### src/rtl/intc_pkg.sv
`timescale 1ns/1ps
package intc_pkg;
  localparam int unsigned ADDR_W = 12;
  localparam int unsigned BUS_W  = 32;

  // primary banks: word offset (channel/32)*4 added to these bases
  localparam logic [ADDR_W-1:0] A_PEND   = 12'h010;
  localparam logic [ADDR_W-1:0] A_ENSET  = 12'h020;
  localparam logic [ADDR_W-1:0] A_ENCLR  = 12'h030;
  localparam logic [ADDR_W-1:0] A_PRIO   = 12'h040;
  // secondary group (single word)
  localparam logic [ADDR_W-1:0] A_SSTAT  = 12'h080;
  localparam logic [ADDR_W-1:0] A_SPEND  = 12'h088;
  localparam logic [ADDR_W-1:0] A_SENSET = 12'h090;
  localparam logic [ADDR_W-1:0] A_SENCLR = 12'h098;
  // mapping file
  localparam logic [ADDR_W-1:0] A_MAP    = 12'h200;

  function automatic int unsigned words_for(input int unsigned n);
    return (n + BUS_W - 1) / BUS_W;
  endfunction
endpackage

### src/rtl/intc_src_bank.sv
`timescale 1ns/1ps
module intc_src_bank #(
  parameter int unsigned N = 32
) (
  input  logic         clk_i,
  input  logic         rst_ni,
  input  logic [N-1:0] src_i,
  input  logic [N-1:0] clr_mask_i,
  input  logic [N-1:0] set_mask_i,
  input  logic [N-1:0] dis_mask_i,
  output logic [N-1:0] pend_o,
  output logic [N-1:0] en_o,
  output logic [N-1:0] act_o
);
  logic [N-1:0] pend_q, en_q;

  // a source still high wins over an acknowledge at the same edge
  always_ff @(posedge clk_i or negedge rst_ni) begin
    if (!rst_ni) begin
      pend_q <= '0;
      en_q   <= '0;
    end else begin
      pend_q <= (pend_q & ~clr_mask_i) | src_i;
      en_q   <= (en_q | set_mask_i) & ~dis_mask_i;
    end
  end

  assign pend_o = pend_q;
  assign en_o   = en_q;
  assign act_o  = pend_q & en_q;
endmodule

### src/rtl/intc_prio_pick.sv
`timescale 1ns/1ps
module intc_prio_pick #(
  parameter int unsigned N     = 40,
  parameter int unsigned IDX_W = 6
) (
  input  logic [N-1:0]     act_i,
  output logic [IDX_W-1:0] idx_o
);
  // lowest active channel number above 0; 0 when none
  function automatic logic [IDX_W-1:0] lowest_above_zero(input logic [N-1:0] v);
    logic [IDX_W-1:0] r;
    r = '0;
    for (int i = N - 1; i >= 1; i--) begin
      if (v[i]) r = IDX_W'(i);
    end
    return r;
  endfunction

  assign idx_o = lowest_above_zero(act_i);
endmodule

### src/rtl/intc_chan_map.sv
`timescale 1ns/1ps
module intc_chan_map #(
  parameter int unsigned N = 40,
  parameter int unsigned W = 6
) (
  input  logic               clk_i,
  input  logic               rst_ni,
  input  logic [N-1:0]       we_i,
  input  logic [W-1:0]       wdata_i,
  output logic [N-1:0][W-1:0] map_o
);
  logic [N-1:0][W-1:0] map_q;

  always_ff @(posedge clk_i or negedge rst_ni) begin
    if (!rst_ni) begin
      for (int i = 0; i < int'(N); i++) map_q[i] <= W'(i);
    end else begin
      for (int i = 0; i < int'(N); i++) begin
        if (we_i[i]) map_q[i] <= wdata_i;
      end
    end
  end

  assign map_o = map_q;
endmodule

### src/rtl/intc_cascade_top.sv
`timescale 1ns/1ps
module intc_cascade_top
  import intc_pkg::*;
#(
  parameter int unsigned NPRI  = 40,
  parameter int unsigned NSEC  = 32,
  parameter int unsigned IDX_W = 6,
  parameter int unsigned MAP_W = 6
) (
  input  logic              clk_i,
  input  logic              rst_ni,
  input  logic [NPRI-1:0]   prim_src_i,
  input  logic [NSEC-1:0]   sec_src_i,
  input  logic [ADDR_W-1:0] bus_addr_i,
  input  logic              bus_wr_i,
  input  logic [BUS_W-1:0]  bus_wdata_i,
  output logic [BUS_W-1:0]  bus_rdata_o,
  output logic              irq_o
);
  localparam int unsigned NPW  = words_for(NPRI);
  localparam int unsigned WIDE = NPW * BUS_W;

  // ---- arithmetic helpers -------------------------------------------------
  function automatic logic [ADDR_W-1:0] word_addr(input logic [ADDR_W-1:0] base, input int w);
    return base + ADDR_W'(4 * w);
  endfunction

  function automatic logic [NPRI-1:0] spread(input logic [NPW-1:0] we, input logic [BUS_W-1:0] d);
    logic [WIDE-1:0] wide;
    wide = '0;
    for (int w = 0; w < int'(NPW); w++) begin
      if (we[w]) wide[w*BUS_W +: BUS_W] = d;
    end
    return wide[NPRI-1:0];
  endfunction

  function automatic logic [BUS_W-1:0] word_of(input logic [NPRI-1:0] v, input int w);
    logic [WIDE-1:0] wide;
    wide = '0;
    wide[NPRI-1:0] = v;
    return wide[w*BUS_W +: BUS_W];
  endfunction

  // ---- named internal events ------------------------------------------------
  logic [NPW-1:0]  pclr_we, pset_we, pdis_we;
  logic [NPRI-1:0] pclr_mask, pset_mask, pdis_mask;
  logic [NSEC-1:0] sclr_mask, sset_mask, sdis_mask;
  logic [NPRI-1:0] map_we;
  logic [NPRI-1:0] pri_src, ppend, pen, pact;
  logic [NSEC-1:0] spend, sen, sact;
  logic            sec_any;
  logic [IDX_W-1:0] prio_idx;
  logic [NPRI-1:0][MAP_W-1:0] map_q;

  // ---- write decode ---------------------------------------------------------
  always_comb begin
    for (int w = 0; w < int'(NPW); w++) begin
      pclr_we[w] = bus_wr_i && (bus_addr_i == word_addr(A_PEND,  w));
      pset_we[w] = bus_wr_i && (bus_addr_i == word_addr(A_ENSET, w));
      pdis_we[w] = bus_wr_i && (bus_addr_i == word_addr(A_ENCLR, w));
    end
    for (int n = 0; n < int'(NPRI); n++) begin
      map_we[n] = bus_wr_i && (bus_addr_i == word_addr(A_MAP, n));
    end
  end

  assign pclr_mask = spread(pclr_we, bus_wdata_i);
  assign pset_mask = spread(pset_we, bus_wdata_i);
  assign pdis_mask = spread(pdis_we, bus_wdata_i);

  assign sclr_mask = (bus_wr_i && bus_addr_i == A_SPEND)  ? bus_wdata_i[NSEC-1:0] : '0;
  assign sset_mask = (bus_wr_i && bus_addr_i == A_SENSET) ? bus_wdata_i[NSEC-1:0] : '0;
  assign sdis_mask = (bus_wr_i && bus_addr_i == A_SENCLR) ? bus_wdata_i[NSEC-1:0] : '0;

  // ---- secondary group and cascade into channel 0 ---------------------------
  intc_src_bank #(.N(NSEC)) u_sec (
    .clk_i      (clk_i),
    .rst_ni     (rst_ni),
    .src_i      (sec_src_i),
    .clr_mask_i (sclr_mask),
    .set_mask_i (sset_mask),
    .dis_mask_i (sdis_mask),
    .pend_o     (spend),
    .en_o       (sen),
    .act_o      (sact)
  );

  assign sec_any = |sact;
  assign pri_src = prim_src_i | {{(NPRI-1){1'b0}}, sec_any};

  intc_src_bank #(.N(NPRI)) u_pri (
    .clk_i      (clk_i),
    .rst_ni     (rst_ni),
    .src_i      (pri_src),
    .clr_mask_i (pclr_mask),
    .set_mask_i (pset_mask),
    .dis_mask_i (pdis_mask),
    .pend_o     (ppend),
    .en_o       (pen),
    .act_o      (pact)
  );

  intc_prio_pick #(.N(NPRI), .IDX_W(IDX_W)) u_prio (
    .act_i (pact),
    .idx_o (prio_idx)
  );

  intc_chan_map #(.N(NPRI), .W(MAP_W)) u_map (
    .clk_i   (clk_i),
    .rst_ni  (rst_ni),
    .we_i    (map_we),
    .wdata_i (bus_wdata_i[MAP_W-1:0]),
    .map_o   (map_q)
  );

  assign irq_o = |pact;

  // ---- read mux -------------------------------------------------------------
  always_comb begin
    bus_rdata_o = '0;
    for (int w = 0; w < int'(NPW); w++) begin
      if (bus_addr_i == word_addr(A_PEND, w))
        bus_rdata_o = word_of(ppend, w);
      if (bus_addr_i == word_addr(A_ENSET, w) || bus_addr_i == word_addr(A_ENCLR, w))
        bus_rdata_o = word_of(pen, w);
    end
    if (bus_addr_i == A_PRIO)   bus_rdata_o = BUS_W'(prio_idx);
    if (bus_addr_i == A_SSTAT)  bus_rdata_o = BUS_W'(sact);
    if (bus_addr_i == A_SPEND)  bus_rdata_o = BUS_W'(spend);
    if (bus_addr_i == A_SENSET || bus_addr_i == A_SENCLR) bus_rdata_o = BUS_W'(sen);
    for (int n = 0; n < int'(NPRI); n++) begin
      if (bus_addr_i == word_addr(A_MAP, n)) bus_rdata_o = BUS_W'(map_q[n]);
    end
  end
endmodule

### config.mk
export PLATFORM = sky130hd
export DESIGN_NAME = intc_cascade_top
export DESIGN_NICKNAME = d
export VERILOG_FILES = /design/src/rtl/intc_pkg.sv /design/src/rtl/intc_src_bank.sv /design/src/rtl/intc_prio_pick.sv /design/src/rtl/intc_chan_map.sv /design/src/rtl/intc_cascade_top.sv
export SDC_FILE = /design/constraint.sdc
export NUM_CORES = 1
export LEC_CHECK = 0
export CAP_MARGIN = 20
export CORE_ASPECT_RATIO = 1.2
export CORE_MARGIN = 8
export CORE_UTILIZATION = 35
export DETAILED_ROUTE_END_ITERATION = 10
export GPL_TIMING_DRIVEN = 0
export PLACE_DENSITY = 0.55
export SLEW_MARGIN = 20
export SYNTH_ARGS = -nofsm -noshare
export SYNTH_HDL_FRONTEND = slang
export SYNTH_SLANG_ARGS = --single-unit
### constraint.sdc
create_clock -name clk_i -period 3.5 [get_ports clk_i]
set_input_delay 0.7 -clock clk_i [delete_from_list [all_inputs] [get_ports clk_i]]
set_output_delay 0.7 -clock clk_i [all_outputs]
set_load 0.005 [all_outputs]
# Word-level counts from Yosys, hierarchy flattened
# Index checks and enable logic that the tools add are counted.
# op_classes
bitwise,15
n_eq_ne,51
reduce_logical,54
n_mux,96
# op_table
operator,count
$mux 32,54
$eq 12x10->1 const B,40
$mux 6,39
$and 40x40->40,3
$and 32x32->32,3
$not 40->40,2
$or 40x40->40,2
$not 32->32,2
$or 32x32->32,2
$logic_and 1x1->1,49
$eq 12x6->1 const B,4
$eq 12x8->1 const B,4
$or 40x1->40,1
$reduce_or 40->1,1
$reduce_or 32->1,1
$eq 12x5->1 const B,2
$mux 8,3
$eq 12x7->1 const B,1
$logic_or 1x1->1,3
# word_totals
out_inout_bits,33
wordCells,260
regBits,384
inputBits,119

# Depth between registers and ports, before layout
# depth
ltp_word,84
depth_mapped,11
mapped_depth_nobuf,7

# Hierarchy
# A second synthesis with hierarchy kept.
# hier_totals
cells_unflattened,2221
area_unflattened_um2,21959.8
# modules_own_cells
module,cells_each,instances,area_per_inst_um2,seq_area_each_um2
intc_chan_map,544,1,9404.0,6130.9
intc_cascade_top,1092,1,6673.9,0.0
intc_src_bank (u_pri),280,1,3002.9,2001.9
intc_src_bank (u_sec),224,1,2402.3,1601.5
intc_prio_pick,81,1,476.7,0.0

# Worst setup path after synthesis
# Ideal clock, no wire load.
# synth_path
path_type,in2out
from,in bus_addr_i[2]
to,out bus_rdata_o[2]
arrival_time_ps,2890
path_slack_ps,-90
cell_stages,10
t_required_ps,2800
path_buffers,3
cell_sequence,buf_2 or4b_4 buf_6 buf_6 or4_1 o2111ai_1 o21bai_2 nand3_1 a2111oi_2 nor2_1
# synth_between
elab_chain_cells,49
elab_cells_between_ends,102
classes_between,eq/ne (51); mux (48); reduce/logical (3)
# synth_rtl
item,line_no,source
start: declaration,intc_cascade_top.sv:14,"input logic [ADDR_W-1:0] bus_addr_i,"
$eq 12x5->1 / $eq 12x6->1 (equally long branches),"intc_cascade_top.sv:122, intc_cascade_top.sv:124",
$mux 32 / $logic_or 1x1->1 (equally long branches),"intc_cascade_top.sv:122, intc_cascade_top.sv:124",
$mux 32,intc_cascade_top.sv:124,"if (bus_addr_i == word_addr(A_ENSET, w) || bus_addr_i == word_addr(A_ENCLR, w))"
$mux 32,intc_cascade_top.sv:122,"if (bus_addr_i == word_addr(A_PEND, w))"
$mux 32,intc_cascade_top.sv:124,
$mux 32,intc_cascade_top.sv:127,if (bus_addr_i == A_PRIO) bus_rdata_o = BUS_W'(prio_idx);
$mux 32,intc_cascade_top.sv:128,if (bus_addr_i == A_SSTAT) bus_rdata_o = BUS_W'(sact);
$mux 32,intc_cascade_top.sv:129,if (bus_addr_i == A_SPEND) bus_rdata_o = BUS_W'(spend);
$mux 32,intc_cascade_top.sv:130,if (bus_addr_i == A_SENSET || bus_addr_i == A_SENCLR) bus_rdata_o = BUS_W'(sen);
$mux 32 (39 in series),intc_cascade_top.sv:132,"if (bus_addr_i == word_addr(A_MAP, n)) bus_rdata_o = BUS_W'(map_q[n]);"
$mux 32 (*),intc_cascade_top.sv:132,
end: declaration,intc_cascade_top.sv:17,"output logic [BUS_W-1:0] bus_rdata_o,"
# Mark *: on every way between the ends. The rest lies on a longest branch, timed or not.

# Worst setup path after layout
# layout_path
from,in bus_addr_i[10]
to,out bus_rdata_o[5]
# The elaborated chain is that of the path after synthesis.

==> qor.csv <==
metric,value,unit
crit path launch type,input port,
Setup TNS Final,-7.25,ns
yosys warns,0,
Max Fanout on Critical Path,7,
register area share after synthesis,48.4,%
syn nets,2049,
CTS HTree Levels,2,
Slew HR,28.9,%
Cell Pwr Density,362,mW/mm^2
I/O Buffers,140,
total global-route track usage,28.4,%
kind of critical path,input port to output pin,
VDD IR-drop max,280,uV
grt total ovfl,0,
post-synth top area share,35.3,%
Leakage,0.0120,uW
Crit path buffers/inverters,6,
CP peak stage delay,0.59,ns
status,"finished, violations left",
Tot Pwr,10100,uW
Post-Syn Area per Cell,10.4,sq um
CTS root buffer,clkbuf_16,
overall routed net length,96.5,mm
"FFs w/ async S/R, synth",100,%
fin worst setup slack,-0.556,ns
drt first pass iters,8,
critical path's top delay family,simple AND/OR/NAND/NOR gates,
num ports,152,
CP most frequent cell,buf_12,
die area,0.0655,sq mm
"Req. time, crit path",2.80,ns
share of layout cells above drive strength 1,40.7,%
Clock transition at path regs,0.06,ns
Post-DRT Antenna Nets,0,
TritonCTS clock tree,yes,
mean number of vias per cell,6.35,
initial antenna violation count,1,
largest area contributor in the netlist,dfrtp_1,
mapped cell area,0.0201,sq mm
Starting Density,35.3,%
clk_lat worst skew,0.60,ns
# DRC,0,
fmax,0.247,GHz
"commonest non-fill, non-tap cell in the layout",dfrtp_1,
"Arr. time, crit path",3.36,ns
number of global-route vias before repair,20087,
synth-to-layout area growth,39.2,%
Rows,96,
Mapped Cells,1930,
class of the worst hold path,register to register,
main area contributors after synthesis,"dfrtp_1 (35%), mux2_2 (13%), dfstp_2 (13%)",
Core Area,0.0571,sq mm
critical path's slowest cell,or4b_4,
die width,235,um
most frequent cells in the layout,"dfrtp_1 (284), mux2_2 (240), a21oi_1 (196), nand2_1 (187), buf_4 (153)",
Setup Skew,0.0298,ns
Final setup violation count,30,
via count,19583,
crit path time final,4.06,ns
wire per inst,31.3,um
Finished Cell Area,0.0280,sq mm
post-synth cell types,84,
Nets,2427,
Final Core Density,49.1,%
RePlAce Congestion,1.01,
Post-synth top flop,dfrtp_1,
RSZ-0062 raised after global routing,yes,
HPWL after detailed placement,68.5,mm
Final Cycle Share,116,%
Fin. Hold Viols,0,
Hold Slack,0.508,ns
TritonCTS Buffers,44,
critical path cell sequence,buf_8 -> or4b_4 -> buf_12 -> buf_16 -> buf_12 -> nor3_4 -> buf_6 -> a21oi_1 -> a31o_2 -> a21oi_4 -> a2111oi_4 -> nor3_2 -> buf_2,
final slew viol count,0,
Clock Path Buffers,3,
#FFs+latches synth,384,
worst slew pin tran,1.07,ns
Sink Count,384,
Initial DRC Count,2028,
Max-Cap Viols,0,
"EDFF count, synth",0,
first-pass GRT wire length,140,mm
Die Ht,279,um
largest net degree at the start of global routing,96,
Worst setup EP type,output pin,
violated checks,negative setup slack,
DP Area,0.0227,sq mm
-- synthesized netlist by cell type, types with 5 or more instances --
cell type	count
nand2_1	191
a21o_1	80
mux2_2	240
inv_1	37
dfstp_2	100
o22ai_1	24
a222oi_1	33
or4b_1	5
o211ai_1	19
dfrtp_1	284
nor2_1	49
or3_1	10
a2111oi_0	11
a221oi_1	12
a21oi_1	214
nand2b_1	5
buf_2	34
a22oi_1	49
or4_1	7
a221o_1	7
o32ai_1	7
nor4_1	22
and3_1	6
o2111ai_1	14
o21ai_0	53
a32o_1	5
o221ai_1	6
nor3_2	10
nand3_1	54
nor4bb_1	5
a311oi_1	5
a211oi_1	12
nand3b_1	5
a22o_1	11
nand4_1	27
nor3_1	61
a211o_1	9
a32oi_1	7
clkbuf_1	96
buf_1	7
-- final timing paths --
kind | from | to | slack [ns] | cells after the start
min | u_map.map_o[24] | u_map.map_o[24] | 0.51 | 1
max reg2reg | u_sec.pend_o[24] | u_pri.pend_o[0] | 1.81 | 4
min in group asynchronous | rst_ni | u_map.map_o[96] | 0.59 | 2
max in group asynchronous | rst_ni | u_sec.pend_o[26] | 1.61 | 4
min reg2reg | u_map.map_o[24] | u_map.map_o[24] | 0.51 | 1
max | bus_addr_i[10] | bus_rdata_o[5] | -0.56 | 13
-- cells by family after synthesis --
logic type	count (synthesis)	synth area share, %
multiplexers	245	13.7
buffers and inverters	178	3.66
AO/OA/AOI/OAI	628	21.4
AND/OR/NAND/NOR	495	12.8
flip-flops	384	48.4
-- timing repair --
action	4_1_cts	5_1_grt
hold buffers	1	0
cloned	7	1
gates resized for setup	644	99
pin swaps	97	76
buffers inserted	152	42
endpoints found under the hold margin	24	0
endpoints found under the setup margin	157	37
-- routing by layer --
layer | part of all wire, % | global-route usage [%] | vias up
met4 | 7.5 | 17.6 | 4
met5 | 0.031 | 0 | -
met1 | 36 | 32.6 | 9857
met2 | 47 | 47.6 | 1175
li1 | - | - | 8173
met3 | 8.8 | 6.93 | 374
-- through the flow --
| stage | cells | worst slack (ns) |
|---|---|---|
| floorplan | 1930 | -0.000171 |
| global placement | 2805 | -15.38 |
| detailed placement | 2810 | -2.98 |
| CTS | 3044 | -0.524 |
| global route | 3079 | -0.561 |
| finish | 3082 | -0.556 |
-- flip-flops by register name, summed over array words and instances, names as in the netlist --
register / count
u_sec.en_o: 32
u_pri.en_o: 40
u_pri.pend_o: 40
u_map.map_o: 240
u_sec.pend_o: 32
-- area by class of cell --
class	count	area [sq um]
Buffer	130	1220
Sequential cell	384	9730
Tap cell	735	920
Timing Repair Buffer	343	3250
Fill cell	5232	29000
Antenna cell	3	7.51
Inverter	37	143
Clock inverter	20	223
Clock buffer	62	1270
Multi-Input combinational cell	1368	11200
-- report_power, final --
group	internal, uW	switching, uW
Clock	2840	2010
Sequential	4460	13.9
Combinational	313	505
Note: power is estimated with default switching activity, not from simulation.
